File: src/rtl/sio_regptr_pkg.sv
package sio_regptr_pkg;
   localparam int BYTE_W = 8;

   typedef enum logic [2:0] {
      CMD_NULL       = 3'd0,
      CMD_ABORT      = 3'd1,
      CMD_RST_EXT    = 3'd2,
      CMD_CHAN_RST   = 3'd3,
      CMD_EN_RX_NEXT = 3'd4,
      CMD_RST_TXPEND = 3'd5,
      CMD_ERR_RST    = 3'd6,
      CMD_RET_INT    = 3'd7
   } cmd_code_e;

   typedef enum logic [1:0] {
      CRC_NULL   = 2'd0,
      CRC_RST_RX = 2'd1,
      CRC_RST_TX = 2'd2,
      CRC_RST_EOM = 2'd3
   } crc_code_e;
endpackage

File: src/rtl/sio_port_decode.sv
module sio_port_decode #(
   parameter int NUM_CH = 2,
   parameter int ADDR_W = 3
) (
   input  logic              cs,
   input  logic              wr_en,
   input  logic              rd_en,
   input  logic [ADDR_W-1:0] addr,
   output logic [NUM_CH-1:0] ctl_wr,
   output logic [NUM_CH-1:0] ctl_rd
);
   localparam int CH_BIT = ADDR_W - 1;

   logic ctl_hit;
   assign ctl_hit = cs && !addr[0] && addr[1];

   for (genvar g = 0; g < NUM_CH; g++) begin : g_ch
      logic ch_match;
      assign ch_match  = (addr[CH_BIT] == g[0]);
      assign ctl_wr[g] = ctl_hit && ch_match && wr_en;
      assign ctl_rd[g] = ctl_hit && ch_match && rd_en && !wr_en;
   end
endmodule

File: src/rtl/sio_cmd_decode.sv
module sio_cmd_decode
   import sio_regptr_pkg::*;
#(
   parameter bit ALLOW_RETI = 1'b1
) (
   input  logic [BYTE_W-1:0] cmd_byte,
   output logic [7:0]        cmd_hot,
   output logic [3:0]        crc_hot,
   output logic              chan_rst
);
   cmd_code_e cmd;
   crc_code_e crc;

   assign cmd = cmd_code_e'(cmd_byte[5:3]);
   assign crc = crc_code_e'(cmd_byte[7:6]);
   assign chan_rst = (cmd == CMD_CHAN_RST);

   always_comb begin
      cmd_hot = '0;
      if (cmd != CMD_NULL && (cmd != CMD_RET_INT || ALLOW_RETI))
         cmd_hot[cmd] = 1'b1;
      crc_hot = '0;
      if (crc != CRC_NULL)
         crc_hot[crc] = 1'b1;
   end
endmodule

File: src/rtl/sio_chan_regs.sv
module sio_chan_regs
   import sio_regptr_pkg::*;
#(
   parameter int NUM_WREG   = 8,
   parameter bit HAS_VEC    = 1'b0,
   parameter bit ALLOW_RETI = 1'b1
) (
   input  logic                           clk,
   input  logic                           rst_n,
   input  logic                           ctl_wr,
   input  logic                           ctl_rd,
   input  logic [BYTE_W-1:0]              wdata,
   input  logic [BYTE_W-1:0]              stat0,
   input  logic [BYTE_W-1:0]              stat1,
   output logic [NUM_WREG-1:1][BYTE_W-1:0] wregs,
   output logic [7:0]                     cmd_pulse,
   output logic [3:0]                     crc_pulse,
   output logic [BYTE_W-1:0]              rd_val
);
   localparam int PTR_W = $clog2(NUM_WREG);
   localparam logic [PTR_W-1:0] VEC_PTR = PTR_W'(2);

   logic [PTR_W-1:0]               ptr_q;
   logic [NUM_WREG-1:1][BYTE_W-1:0] wreg_q;
   logic [7:0]                     cmd_q;
   logic [3:0]                     crc_q;
   logic [7:0]                     dec_cmd;
   logic [3:0]                     dec_crc;
   logic                           dec_rst;
   logic                           keep_wr;
   logic [BYTE_W-1:0]              vec_val;

   sio_cmd_decode #(.ALLOW_RETI(ALLOW_RETI)) u_dec (
      .cmd_byte (wdata),
      .cmd_hot  (dec_cmd),
      .crc_hot  (dec_crc),
      .chan_rst (dec_rst)
   );

   if (HAS_VEC) begin : g_vec
      assign keep_wr = 1'b1;
      assign vec_val = wreg_q[VEC_PTR];
   end else begin : g_novec
      assign keep_wr = (ptr_q != VEC_PTR);
      assign vec_val = '0;
   end

   always_ff @(posedge clk) begin
      if (!rst_n) begin
         ptr_q  <= '0;
         wreg_q <= '0;
         cmd_q  <= '0;
         crc_q  <= '0;
      end else begin
         cmd_q <= '0;
         crc_q <= '0;
         if (ctl_wr) begin
            if (ptr_q == '0) begin
               cmd_q <= dec_cmd;
               crc_q <= dec_crc;
               if (dec_rst) begin
                  ptr_q  <= '0;
                  wreg_q <= '0;
               end else begin
                  ptr_q <= wdata[PTR_W-1:0];
               end
            end else begin
               if (keep_wr) wreg_q[ptr_q] <= wdata;
               ptr_q <= '0;
            end
         end else if (ctl_rd && ptr_q != '0) begin
            ptr_q <= '0;
         end
      end
   end

   always_comb begin
      case (ptr_q)
         PTR_W'(0): rd_val = stat0;
         PTR_W'(1): rd_val = stat1;
         VEC_PTR:   rd_val = vec_val;
         default:   rd_val = '0;
      endcase
   end

   assign wregs     = wreg_q;
   assign cmd_pulse = cmd_q;
   assign crc_pulse = crc_q;


   ptr_return_chk: assert property (@(posedge clk) disable iff (!rst_n)
      ((ctl_wr || ctl_rd) && ptr_q != '0) |=> (ptr_q == '0));

   cmd_onehot_chk: assert property (@(posedge clk) disable iff (!rst_n)
      ($onehot0(cmd_pulse) && !cmd_pulse[0]));

   cmd_cause_chk: assert property (@(posedge clk) disable iff (!rst_n)
      (cmd_pulse != '0 || crc_pulse != '0) |-> $past(ctl_wr));

   chan_rst_chk: assert property (@(posedge clk) disable iff (!rst_n)
      (ctl_wr && ptr_q == '0 && wdata[5:3] == 3'd3) |=> (ptr_q == '0 && wregs == '0));

   wreg_hold_chk: assert property (@(posedge clk) disable iff (!rst_n)
      !ctl_wr |=> $stable(wregs));

   if (!HAS_VEC) begin : g_novec_chk

      no_vec_chk: assert property (@(posedge clk) disable iff (!rst_n)
         wregs[VEC_PTR] == '0);
   end
endmodule

File: src/rtl/sio_regptr_top.sv
module sio_regptr_top
   import sio_regptr_pkg::*;
#(
   parameter int NUM_WREG = 8,
   parameter int VEC_CH   = 1,
   parameter int RETI_CH  = 0
) (
   input  logic                                 clk,
   input  logic                                 rst_n,
   input  logic                                 cs,
   input  logic                                 wr_en,
   input  logic                                 rd_en,
   input  logic [2:0]                           addr,
   input  logic [BYTE_W-1:0]                    wdata,
   output logic [BYTE_W-1:0]                    rdata,
   input  logic [1:0][BYTE_W-1:0]               stat_rr0,
   input  logic [1:0][BYTE_W-1:0]               stat_rr1,
   output logic [1:0][NUM_WREG-1:1][BYTE_W-1:0] wregs,
   output logic [1:0][7:0]                      cmd_pulse,
   output logic [1:0][3:0]                      crc_pulse
);
   localparam int NUM_CH = 2;
   localparam int PTR_W  = $clog2(NUM_WREG);

   if (NUM_WREG < 4 || NUM_WREG > 8 || (1 << PTR_W) != NUM_WREG) begin : g_bad_wreg
      $error("NUM_WREG must be 4 or 8");
   end
   if (VEC_CH < 0 || VEC_CH >= NUM_CH || RETI_CH < 0 || RETI_CH >= NUM_CH) begin : g_bad_ch
      $error("VEC_CH and RETI_CH must name an existing channel");
   end

   logic [NUM_CH-1:0]             ctl_wr;
   logic [NUM_CH-1:0]             ctl_rd;
   logic [NUM_CH-1:0][BYTE_W-1:0] rd_val;

   sio_port_decode #(.NUM_CH(NUM_CH), .ADDR_W(3)) u_decode (
      .cs     (cs),
      .wr_en  (wr_en),
      .rd_en  (rd_en),
      .addr   (addr),
      .ctl_wr (ctl_wr),
      .ctl_rd (ctl_rd)
   );

   for (genvar g = 0; g < NUM_CH; g++) begin : g_chan
      sio_chan_regs #(
         .NUM_WREG   (NUM_WREG),
         .HAS_VEC    (g == VEC_CH),
         .ALLOW_RETI (g == RETI_CH)
      ) u_chan (
         .clk       (clk),
         .rst_n     (rst_n),
         .ctl_wr    (ctl_wr[g]),
         .ctl_rd    (ctl_rd[g]),
         .wdata     (wdata),
         .stat0     (stat_rr0[g]),
         .stat1     (stat_rr1[g]),
         .wregs     (wregs[g]),
         .cmd_pulse (cmd_pulse[g]),
         .crc_pulse (crc_pulse[g]),
         .rd_val    (rd_val[g])
      );
   end

   always_comb begin
      rdata = '0;
      for (int c = 0; c < NUM_CH; c++)
         if (ctl_rd[c]) rdata = rd_val[c];
   end


   one_ctl_chk: assert property (@(posedge clk) disable iff (!rst_n)
      $onehot0({ctl_wr, ctl_rd}));

   b_no_reti_chk: assert property (@(posedge clk) disable iff (!rst_n)
      !cmd_pulse[VEC_CH == RETI_CH ? 0 : 1 - RETI_CH][7]);
endmodule

File: config.mk
export PLATFORM = sky130hd
export DESIGN_NAME = sio_regptr_top
export DESIGN_NICKNAME = d
export VERILOG_FILES = /design/src/rtl/sio_regptr_pkg.sv /design/src/rtl/sio_port_decode.sv /design/src/rtl/sio_cmd_decode.sv /design/src/rtl/sio_chan_regs.sv /design/src/rtl/sio_regptr_top.sv
export SDC_FILE = /design/constraint.sdc
export NUM_CORES = 1
export LEC_CHECK = 0
export ABC_AREA = 1
export BUFFER_PORTS_ARGS = -buffer_cell sky130_fd_sc_hd__buf_2
export CAP_MARGIN = 20
export CELL_PAD_IN_SITES_DETAIL_PLACEMENT = 0
export CELL_PAD_IN_SITES_GLOBAL_PLACEMENT = 1
export CORE_MARGIN = 4
export CORE_UTILIZATION = 40
export CTS_BUF_LIST = sky130_fd_sc_hd__clkbuf_8
export DETAILED_ROUTE_END_ITERATION = 8
export GPL_ROUTABILITY_DRIVEN = 0
export GPL_TIMING_DRIVEN = 0
export HOLD_SLACK_MARGIN = 0.12
export PLACE_DENSITY = 0.89
export SLEW_MARGIN = 20
export SYNTH_ARGS = -nofsm -noshare
export SYNTH_HDL_FRONTEND = slang
export SYNTH_SLANG_ARGS = --single-unit
File: constraint.sdc
create_clock -name clk -period 3.8 [get_ports clk]
set_input_delay 0.76 -clock clk [delete_from_list [all_inputs] [get_ports clk]]
set_output_delay 0.76 -clock clk [all_outputs]
set_load 0.05 [all_outputs]
==> key figures <==
STA
  – Count of pins over their slew limit: 0
  – Setup TNS: 0 ns
  – Max_slew headroom: 0.588
  – Crit share post-route: 0.769
  – Hold WS: 0.437 ns
  – RSZ-0062 raised after global routing: false
  – Final setup viols: 0
  – Hold Fails Final Rpt: 0
  – Worst-Margin Slew: 0.617 ns
  – Tmin final: 2.92 ns
  – Final Skew: 0.0150 ns
  – F_max: 342 MHz

Place
  – Port Buffer Count: 183
  – Placed Area: 7100 um2
  – Post-detail-place hpwl: 13700 um

Worst setup path
  – Setup crit start kind: flop
  – Reg-to-reg setup timing slack: 2.19 ns
  – Worst endpoint data arrival time: 2.16 ns
  – Crit end category: output pin
  – Critical path class: reg -> out
  – Reg-to-reg critical path startpoint: g_chan[0].u_chan.ptr_q[2]$_SDFFE_PN0P_
  – Req. time, crit path: 3.04 ns
  – Critical path fanouts, max: 10
  – Crit path from: g_chan[1].u_chan.ptr_q[1]$_SDFFE_PN0P_

Logic synthesis
  – Post-Syn Area: 5940 um2
  – #FFs+latches synth: 140
  – Synthesized instance count: 770
  – Syn_area_per_cell: 7.71 um2
  – Post-synthesis sequential area ratio: 0.472
  – Number of distinct library cells after synthesis: 27
  – Yosys warnings: 0

Final layout
  – Fillers: 1475
  – Nets: 1024
  – Area growth syn-to-layout: 26.2%
  – Ant diodes: 0
  – Final Cell Area: 7490 um2
  – Commonest non-fill, non-tap cell in the layout: buf_2
  – Most frequent cells in the layout: buf_2 (204), nand2_1 (190), dfxtp_1 (140)
  – FF+latch area: 2800 um2
  – Fraction of layout instances using a drive strength above 1: 0.301
  – Area of the multi-input gates: 2580 um2

Clocking
  – H-tree depth: 4
  – Max clock buf depth: 2
  – Post-CTS setup buffer count: 0
  – Root buffer cell: clkbuf_8
  – CTS tree: yes
  – Clk pin slew, worst setup/hold paths: 0.07 ns
  – Number of CTS-inserted buffers: 17
  – Clk Latency, worst-skew pair: 0.46 ns
  – CTS Sinks: 140
  – Post_cts resized: 0
  – Post-CTS Hold Buffers: 0

Pwr
  – Power per Cell Area: 385 nW/um2
  – Power Total: 2.88 mW
  – Worst-case vdd ir drop: 0.000245 V
  – Leakage power: 3.51 nW

Global route
  – Number of global-route vias before repair: 5596
  – Largest net degree at the start of global routing: 17
  – First-pass GRT wire length: 29600 um
  – Initial antenna violation count: 0
  – Global route total overflow: 0
  – Total global routing track utilization: 0.226

Floorplanning
  – Die Ht: 130 um
  – Std cell rows: 44
  – # IOs: 192
  – Die Area: 16900 um2
  – Die W: 130 um
  – Initial Util: 0.409
  – Core area: 14500 um2

Routing
  – DR vias/cell: 5.10
  – DRC: 0
  – Via count: 5982
  – Routed wire length: 19100 um
  – Detail Route Antenna Nets: 0
  – 1st-iter DRT viols: 439
  – Routed len/inst: 16.3 um
  – 1st-pass router iterations: 5

Status
  – Status: finished clean

Min path
  – Hold Path Class: reg -> reg
  – Hold path start: g_chan[0].u_chan.wregs[14]$_SDFFE_PN0P_

Run
  – Max cap viols: 0
metrics by stage:
stage,std cells,worst slack (ns),util
floorplan,774,1.28,-
global placement,1141,0.934,0.488
global route,1172,0.640,0.515
detailed placement,1141,0.961,0.488
CTS,1172,0.888,0.515
finish,1172,0.877,0.515
cell usage after synthesis, drive strengths merged:
master | instances | area share
a21o | 8 | 0.010
nand2 | 198 | 0.13
clkbuf | 15 | 0.0095
buf | 43 | 0.052
o21ai | 8 | 0.0067
nand3b | 1 | 0.0019
a21oi | 113 | 0.095
nand3 | 52 | 0.056
dfxtp | 140 | 0.47
nor3 | 10 | 0.0093
conb | 1 | 0.00063
nor2 | 54 | 0.044
nand4 | 74 | 0.078
inv | 50 | 0.032
clkinv | 3 | 0.0021
metal layers:
layer  GRT usage  vias up  part of all wire
li1            -     2982                 -
met1       0.298     2752              0.44
met2       0.355      218              0.46
met3      0.0663       30             0.076
met4      0.0801        0             0.021
met5           0        -                 0
critical path, cell delays in order (launching register included):
cell,delay (ns)
dfxtp_1,0.30
buf_2,0.18
inv_1,0.10
nor2_2,0.29
buf_2,0.28
nand2_1,0.10
nand3_1,0.09
a21o_1,0.10
buf_2,0.26
logic make-up (layout without fill, tap and decap cells):
group / after synthesis / after routing / share of synthesized area
other cells: 1 / 5 / 0.000632
buf+inv: 111 / 325 / 0.0957
compound gates: 129 / 129 / 0.112
flops: 140 / 140 / 0.472
simple gates: 389 / 389 / 0.320
layout make-up:
cell class,instances,share of cell area
Inverter,53,0.0267
Timing Repair Buffer,183,0.122
Clock inverter,11,0.0157
Tap cell,184,0.0307
Multi-Input combinational cell,523,0.345
Sequential cell,140,0.374
Buffer,58,0.0491
Clock buffer,20,0.0367
power breakdown:
group	internal [mW]	switching (mW)
combinational	0.0578	0.149
clock	0.628	0.577
sequential	1.47	0.00165
sequential cells by signal, indices dropped and copies added, names as in the netlist:
register	cells
g_chan.u_chan.vec_val	8
g_chan.u_chan.ptr_q	6
g_chan.u_chan.cmd_pulse	16
g_chan.u_chan.crc_pulse	6
g_chan.u_chan.wregs	104
final timing paths:
path,to,cells after the start
worst max-delay path,rdata[2],8
worst min-delay path,g_chan[0].u_chan.wregs[14]$_SDFFE_PN0P_,2
worst min register to register,g_chan[0].u_chan.wregs[14]$_SDFFE_PN0P_,2
worst max register to register,g_chan[0].u_chan.wregs[8]$_SDFFE_PN0P_,9
(Power assumes the default switching activity.)
